===== config.mk =====
export PLATFORM = sky130hd
export DESIGN_NAME = mpy_seq
export DESIGN_NICKNAME = d
export VERILOG_FILES = /design/src/rtl/mpy_seq_pkg.sv /design/src/rtl/mpy_seq_ctrl.sv /design/src/rtl/mpy_seq_dp.sv /design/src/rtl/mpy_seq.sv
export SDC_FILE = /design/constraint.sdc
export NUM_CORES = 1
export LEC_CHECK = 0
export BUFFER_PORTS_ARGS = -buffer_cell sky130_fd_sc_hd__buf_4
export CAP_MARGIN = 30
export CORE_ASPECT_RATIO = 2
export CORE_MARGIN = 1
export CORE_UTILIZATION = 40
export CTS_CLUSTER_DIAMETER = 40
export DETAILED_ROUTE_END_ITERATION = 8
export SLEW_MARGIN = 20
export SYNTH_ARGS = -nofsm -noshare
export SYNTH_HDL_FRONTEND = slang
export SYNTH_HIERARCHICAL = 1
export SYNTH_SLANG_ARGS = --single-unit

===== constraint.sdc =====
create_clock -name clk -period 6.36 [get_ports clk]
set_input_delay 1.272 -clock clk [delete_from_list [all_inputs] [get_ports clk]]
set_output_delay 1.272 -clock clk [all_outputs]
set_load 0.03 [all_outputs]

===== src/rtl/mpy_seq_pkg.sv =====
package mpy_seq_pkg;

   typedef enum logic [2:0] {
      ST_IDLE  = 3'd0,
      ST_GET_A = 3'd1,
      ST_GET_B = 3'd2,
      ST_MUL   = 3'd3,
      ST_PUT   = 3'd4,
      ST_FIN   = 3'd5
   } seq_state_e;

   localparam logic [1:0] ASEL_A    = 2'b00;
   localparam logic [1:0] ASEL_B    = 2'b01;
   localparam logic [1:0] ASEL_C    = 2'b10;
   localparam logic [1:0] OSEL_NONE = 2'b00;
   localparam logic [1:0] OSEL_PROD = 2'b10;

   typedef struct packed {
      logic       ld_r0;
      logic       ld_r1;
      logic       ld_acc;
      logic       rd;
      logic       wr;
      logic [1:0] op_sel;
      logic [1:0] adr_sel;
   } uop_t;

   localparam int UOP_W = $bits(uop_t);

endpackage


===== src/rtl/mpy_seq_ctrl.sv =====
module mpy_seq_ctrl
   import mpy_seq_pkg::*;
(
   input  logic       clk,
   input  logic       rst,
   input  logic       start,
   output seq_state_e state_o,
   output uop_t       uop_o
);

   seq_state_e st_q;
   seq_state_e st_d;

   // next state: one micro-operation per state, undefined codes fall back to idle
   always_comb begin
      case (st_q)
         ST_IDLE:  st_d = start ? ST_GET_A : ST_IDLE;
         ST_GET_A: st_d = ST_GET_B;
         ST_GET_B: st_d = ST_MUL;
         ST_MUL:   st_d = ST_PUT;
         ST_PUT:   st_d = ST_FIN;
         ST_FIN:   st_d = ST_IDLE;
         default:  st_d = ST_IDLE;
      endcase
   end

   always_ff @(posedge clk) begin
      if (rst) st_q <= ST_IDLE;
      else     st_q <= st_d;
   end

   // control word: every field zero unless the state names it
   always_comb begin
      uop_o = '0;
      case (st_q)
         ST_GET_A: begin
            uop_o.ld_r0   = 1'b1;
            uop_o.rd      = 1'b1;
            uop_o.adr_sel = ASEL_A;
         end
         ST_GET_B: begin
            uop_o.ld_r1   = 1'b1;
            uop_o.rd      = 1'b1;
            uop_o.adr_sel = ASEL_B;
         end
         ST_MUL: begin
            uop_o.ld_acc  = 1'b1;
            uop_o.op_sel  = OSEL_PROD;
         end
         ST_PUT: begin
            uop_o.wr      = 1'b1;
            uop_o.adr_sel = ASEL_C;
         end
         default: uop_o = '0;
      endcase
   end

   assign state_o = st_q;

   p_start_go_r2: assert property (@(posedge clk) disable iff (rst)
      (st_q == ST_IDLE && start) |=> (st_q == ST_GET_A));

   p_done_once_r7: assert property (@(posedge clk) disable iff (rst)
      (st_q == ST_FIN) |=> (st_q == ST_IDLE));

   p_rdwr_excl_r8: assert property (@(posedge clk) disable iff (rst)
      !(uop_o.rd && uop_o.wr));

   p_bad_code_r9: assert property (@(posedge clk) disable iff (rst)
      !(st_q inside {ST_IDLE, ST_GET_A, ST_GET_B, ST_MUL, ST_PUT, ST_FIN})
      |=> (st_q == ST_IDLE));

endmodule


===== src/rtl/mpy_seq_dp.sv =====
module mpy_seq_dp
   import mpy_seq_pkg::*;
#(
   parameter int OPW        = 8,
   parameter int AW         = 6,
   parameter int STORE_FULL = 1,
   localparam int PW        = 2 * OPW,
   localparam int MDW       = (STORE_FULL != 0) ? PW : OPW
) (
   input  logic           clk,
   input  logic           rst,
   input  uop_t           uop_i,
   input  logic [AW-1:0]  addr_a,
   input  logic [AW-1:0]  addr_b,
   input  logic [AW-1:0]  addr_c,
   input  logic [MDW-1:0] rdata_i,
   output logic [AW-1:0]  addr_o,
   output logic [MDW-1:0] wdata_o
);

   logic [OPW-1:0] r0_q;
   logic [OPW-1:0] r1_q;
   logic [PW-1:0]  acc_q;
   logic [PW-1:0]  alu_res;
   logic [OPW-1:0] rd_opnd;

   assign rd_opnd = rdata_i[OPW-1:0];

   always_comb begin
      case (uop_i.op_sel)
         OSEL_PROD: alu_res = PW'(r0_q) * PW'(r1_q);
         default:   alu_res = '0;
      endcase
   end

   always_comb begin
      case (uop_i.adr_sel)
         ASEL_A:  addr_o = addr_a;
         ASEL_B:  addr_o = addr_b;
         ASEL_C:  addr_o = addr_c;
         default: addr_o = '0;
      endcase
   end

   always_ff @(posedge clk) begin
      if (rst) begin
         r0_q  <= '0;
         r1_q  <= '0;
         acc_q <= '0;
      end else begin
         if (uop_i.ld_r0)  r0_q  <= rd_opnd;
         if (uop_i.ld_r1)  r1_q  <= rd_opnd;
         if (uop_i.ld_acc) acc_q <= alu_res;
      end
   end

   generate
      if (STORE_FULL != 0) begin : g_store_full
         assign wdata_o = acc_q;
      end else begin : g_store_trunc
         assign wdata_o = acc_q[OPW-1:0];
      end
   endgenerate

   p_r0_hold_r3: assert property (@(posedge clk) disable iff (rst)
      !uop_i.ld_r0 |=> $stable(r0_q));

   p_r1_hold_r4: assert property (@(posedge clk) disable iff (rst)
      !uop_i.ld_r1 |=> $stable(r1_q));

   p_acc_prod_r5: assert property (@(posedge clk) disable iff (rst)
      (uop_i.ld_acc && uop_i.op_sel == OSEL_PROD)
      |=> (acc_q == $past(PW'(r0_q) * PW'(r1_q))));

endmodule


===== src/rtl/mpy_seq.sv =====
module mpy_seq
   import mpy_seq_pkg::*;
#(
   parameter int OPW        = 8,
   parameter int AW         = 6,
   parameter int STORE_FULL = 1,
   localparam int MDW       = (STORE_FULL != 0) ? 2 * OPW : OPW
) (
   input  logic             clk,
   input  logic             rst,
   input  logic             start,
   input  logic [AW-1:0]    addr_a,
   input  logic [AW-1:0]    addr_b,
   input  logic [AW-1:0]    addr_c,
   output logic [AW-1:0]    mem_addr,
   output logic             mem_rd,
   output logic             mem_wr,
   output logic [MDW-1:0]   mem_wdata,
   input  logic [MDW-1:0]   mem_rdata,
   output logic             done,
   output logic             busy,
   output logic [UOP_W-1:0] ctrl_word
);

   generate
      if (OPW < 2 || OPW > 32) begin : g_bad_opw
         $error("mpy_seq: OPW must lie in 2..32");
      end
      if (AW < 1 || AW > 32) begin : g_bad_aw
         $error("mpy_seq: AW must lie in 1..32");
      end
      if (STORE_FULL != 0 && STORE_FULL != 1) begin : g_bad_sf
         $error("mpy_seq: STORE_FULL must be 0 or 1");
      end
   endgenerate

   seq_state_e state;
   uop_t       uop;

   mpy_seq_ctrl u_ctrl (
      .clk     (clk),
      .rst     (rst),
      .start   (start),
      .state_o (state),
      .uop_o   (uop)
   );

   mpy_seq_dp #(
      .OPW        (OPW),
      .AW         (AW),
      .STORE_FULL (STORE_FULL)
   ) u_dp (
      .clk     (clk),
      .rst     (rst),
      .uop_i   (uop),
      .addr_a  (addr_a),
      .addr_b  (addr_b),
      .addr_c  (addr_c),
      .rdata_i (mem_rdata),
      .addr_o  (mem_addr),
      .wdata_o (mem_wdata)
   );

   assign mem_rd    = uop.rd;
   assign mem_wr    = uop.wr;
   assign ctrl_word = uop;
   assign done      = (state == ST_FIN);
   assign busy      = (state != ST_IDLE);

   p_wr_after_mul_r6: assert property (@(posedge clk) disable iff (rst)
      mem_wr |-> $past(uop.ld_acc));

   p_done_busy_r7: assert property (@(posedge clk) disable iff (rst)
      done |-> busy);

endmodule


==> flow_summary.json <==
{
  "run_status": "completed",
  "timing.hold.worst.class": "reg2reg",
  "die_area_sq_um": 9182,
  "fin_nets": 551,
  "floorplan_core_area_sq_um": 8588,
  "switching_share": 0.2841,
  "part_of_the_total_power_dissipated_in_combinational_logic": 0.207,
  "cp.required_ns": 6.53,
  "p_leak_nw": 2.182,
  "intPower_mw": 0.4854,
  "yosys-mux-area-fraction": 0.06270,
  "detailedRoute.firstPassIterationCount": 4,
  "die_h_microns": 134.5,
  "synth_top_area_frac": 0.2052,
  "synthesis.area_per_instance_sq_um": 9.170,
  "synth_sequential_area_ratio": 0.1995,
  "yosys_most_used_dff": "sky130_fd_sc_hd__dfxtp_1",
  "worst_slack_ns": 1.776,
  "drive_gt1_frac": 0.1874,
  "setup-violations-final": 0,
  "first_global_vias": 2986,
  "ys_warn_count": 6,
  "ports_placed_on_the_boundary": 72,
  "max_slew.worst_pin.slew_ns": 0.7107,
  "cts-resized-gates": 0,
  "synth_cell_types": 48,
  "worst_clock_skew_ns": 0.003124,
  "route.final.wire_length_microns": 8154,
  "cts_tree": "yes",
  "die_w_microns": 68.26,
  "criticalPathCategory": "reg2reg",
  "clock_path_buffers": 2,
  "clock_power_share": 0.421,
  "globalplace.congestion": 0.8434,
  "grt_pass1_wl_microns": 13390,
  "setup-tns-final_ns": 0,
  "simple_gate_fraction_of_synth_area": 0.1963,
  "overflow": 0,
  "max_freq_mhz": 218.2,
  "nFillCells": 878,
  "critPathLaunchType": "register",
  "synth_compound_area_frac": 0.1101,
  "min_path_cells": 2,
  "synth-edff-count": 0,
  "yosys-top-cells-area": "sky130_fd_sc_hd__fa_1 (21%), sky130_fd_sc_hd__dfxtp_1 (20%), sky130_fd_sc_hd__ha_1 (13%)",
  "clockRootBuffer": "sky130_fd_sc_hd__clkbuf_16",
  "routed-via-count": 2832,
  "max-cap-violations": 0,
  "synthArstFlopShare": 0,
  "netlist_area_sq_um": 3512,
  "max_slew_margin": 0.5225,
  "synth_fa_ha_area_frac": 0.3335,
  "diodes": 0,
  "final-instance-count-excl-fill": 543,
  "netlist.top_cell.by_area": "sky130_fd_sc_hd__fa_1",
  "synth_top_family_by_area": "adder cells",
  "globalRouteTotalUtil": 0.1952,
  "timing_hold_violations_final": 0,
  "row_count": 48,
  "worst_setup_path_end_kind": "register",
  "cts_buffers": 5,
  "cts_hold_buf": 0,
  "layout-area-overhead-vs-synth_pct": 20.27,
  "routed_via_density": 5.215,
  "fin_crit_sh": 0.7208,
  "dpl.hpwl_microns": 6708,
  "initial_utilization": 0.4089,
  "seq_power_share": 0.373,
  "cts.clk_slew.worst_paths_ns": 0.05,
  "synth_cells": 383,
  "dpl.cell_count": 535,
  "cts_sinks": 35,
  "antenna_found_initial": 0,
  "drcViolationCount": 0,
  "critical_path_peak_fanout": 9,
  "ant_nets": 0,
  "critical_path_arrival_ns": 4.75,
  "p_per_area_nw_per_um2": 160.5,
  "p_switching_mw": 0.1926,
  "ir_drop_mv": 0.1400,
  "post_synth_xor_area_fraction": 0.01995,
  "detail_route.iter0.violations": 79,
  "layout_min_cycle_time_ns": 4.584,
  "grt_start_max_net_pins": 31,
  "clock_insertion_delay_worst_skew_ns": 0.28,
  "cts_setup_buffers": 0,
  "final-max-slew-violation-count": 0,
  "dp_worst_setup_slack_ns": 1.787,
  "mappedNetlistNets": 492,
  "reg2reg_depth": 14,
  "io_buffers": 62,
  "htree_levels": 2,
  "setup_repair_after_global_routing_missed_its_margin": "no",
  "synth_seq_cells": 35,
  "wl_per_cell_microns": 15.02
}
[state kept, by name (all words and copies together), names as in the netlist]
| register | flops |
|---|---|
| u_dp/r1_q | 8 |
| u_dp/r0_q | 8 |
| u_ctrl/state_o | 3 |
| u_dp/wdata_o | 16 |
[layout make-up]
| cell class | count | area, sq um | area share |
|---|---|---|---|
| clock buffer | 6 | 138.9 | 0.03288 |
| clock inverter | 2 | 35.03 | 0.008294 |
| inverter | 52 | 195.2 | 0.04621 |
| multi-input combinational | 283 | 2541 | 0.6016 |
| sequential | 35 | 700.7 | 0.1659 |
| tap | 100 | 125.1 | 0.02962 |
| timing repair buffer | 65 | 488.0 | 0.1155 |
[critical path: stages, from the launching register on]
cell and delay [ns]:
sky130_fd_sc_hd__dfxtp_1 0.49, sky130_fd_sc_hd__nand2_1 0.14, sky130_fd_sc_hd__fa_1 0.53, sky130_fd_sc_hd__fa_1 0.55, sky130_fd_sc_hd__inv_1 0.06, sky130_fd_sc_hd__fa_1 0.53
sky130_fd_sc_hd__inv_1 0.05, sky130_fd_sc_hd__fa_1 0.53, sky130_fd_sc_hd__inv_1 0.05, sky130_fd_sc_hd__ha_1 0.36, sky130_fd_sc_hd__a21oi_2 0.22, sky130_fd_sc_hd__o211a_1 0.25
sky130_fd_sc_hd__nor3_1 0.08, sky130_fd_sc_hd__or3_1 0.37, sky130_fd_sc_hd__a32o_1 0.26
[synthesized netlist by cell type, drive strengths merged, types with 3 or more instances]
library cell / count
xnor2: 5
nor2: 28
mux2i: 22
o21ai: 13
a22oi: 8
and2: 52
or3: 3
clkbuf: 6
nor3: 5
nand3: 3
ha: 36
nor3b: 5
xor2: 3
inv: 51
a21oi: 5
dfxtp: 35
fa: 36
nand2: 26
buf: 7
a32o: 3
a21o: 6
[cell families after synthesis]
| kind of cell | Yosys count |
|---|---|
| AND/OR/NAND/NOR | 128 |
| multiplexers | 22 |
| AO/OA/AOI/OAI | 52 |
| XOR/XNOR | 8 |
| other | 1 |
| adder cells (fa/ha/maj) | 72 |
| flip-flops | 35 |
| buffers and inverters | 65 |
[power groups by stage]
stage | registers [mW] | clock network [mW] | logic (mW)
3_5_place_dp | 0.258 | 0 | 0.142
5_1_grt | 0.255 | 0.302 | 0.154
4_1_cts | 0.253 | 0.293 | 0.142
3_3_place_gp | 0.257 | 0 | 0.140
6_report | 0.253 | 0.285 | 0.140
2_1_floorplan | 0.245 | 0 | 0.0996
[final timing paths]
path	from	slack [ns]	end
worst min-delay path	u_dp/wdata_o[9]$_SDFFE_PP0P_	0.46	u_dp/wdata_o[9]$_SDFFE_PP0P_
worst max register to register	u_dp/r1_q[7]$_SDFFE_PP0P_	1.78	u_dp/wdata_o[13]$_SDFFE_PP0P_
worst max-delay path	u_dp/r1_q[7]$_SDFFE_PP0P_	1.78	u_dp/wdata_o[13]$_SDFFE_PP0P_
worst min register to register	u_dp/wdata_o[9]$_SDFFE_PP0P_	0.46	u_dp/wdata_o[9]$_SDFFE_PP0P_
[layout by cell type (no fill, tap or decap), types with 4 or more instances in the layout]
master,count
sky130_fd_sc_hd__a22oi_1,8
sky130_fd_sc_hd__nor2_1,28
sky130_fd_sc_hd__clkbuf_16,5
sky130_fd_sc_hd__buf_4,65
sky130_fd_sc_hd__o21ai_0,12
sky130_fd_sc_hd__inv_1,51
sky130_fd_sc_hd__and2_1,51
sky130_fd_sc_hd__a21o_1,6
sky130_fd_sc_hd__mux2i_1,22
sky130_fd_sc_hd__nand2_1,26
sky130_fd_sc_hd__ha_1,36
sky130_fd_sc_hd__nor3_1,4
sky130_fd_sc_hd__fa_1,36
sky130_fd_sc_hd__dfxtp_1,35
sky130_fd_sc_hd__xnor2_1,5
[through the flow]
stage               power [mW]  instance area (sq um)  hold WS [ns]  utilization
finish                  0.6779                   4224        0.4566       0.4918
global placement        0.3963                   4050        0.4508       0.4716
global route            0.7107                   4224        0.4751       0.4918
detailed placement      0.3996                   4050        0.4549       0.4716
CTS                     0.6878                   4224        0.4623       0.4918
floorplan               0.3443                   3512        0.5399            -
[per-layer routing]
| metal | up-vias | part of all wire | GRT usage |
|---|---|---|---|
| met1 | 1400 | 0.34 | 0.1831 |
| li1 | 1372 | - | - |
| met3 | 12 | 0.027 | 0.02027 |
| met2 | 48 | 0.59 | 0.3775 |
| met5 | - | 0 | 0 |
| met4 | 0 | 0.042 | 0.1100 |
No activity file was read; power rests on OpenSTA's default activity.
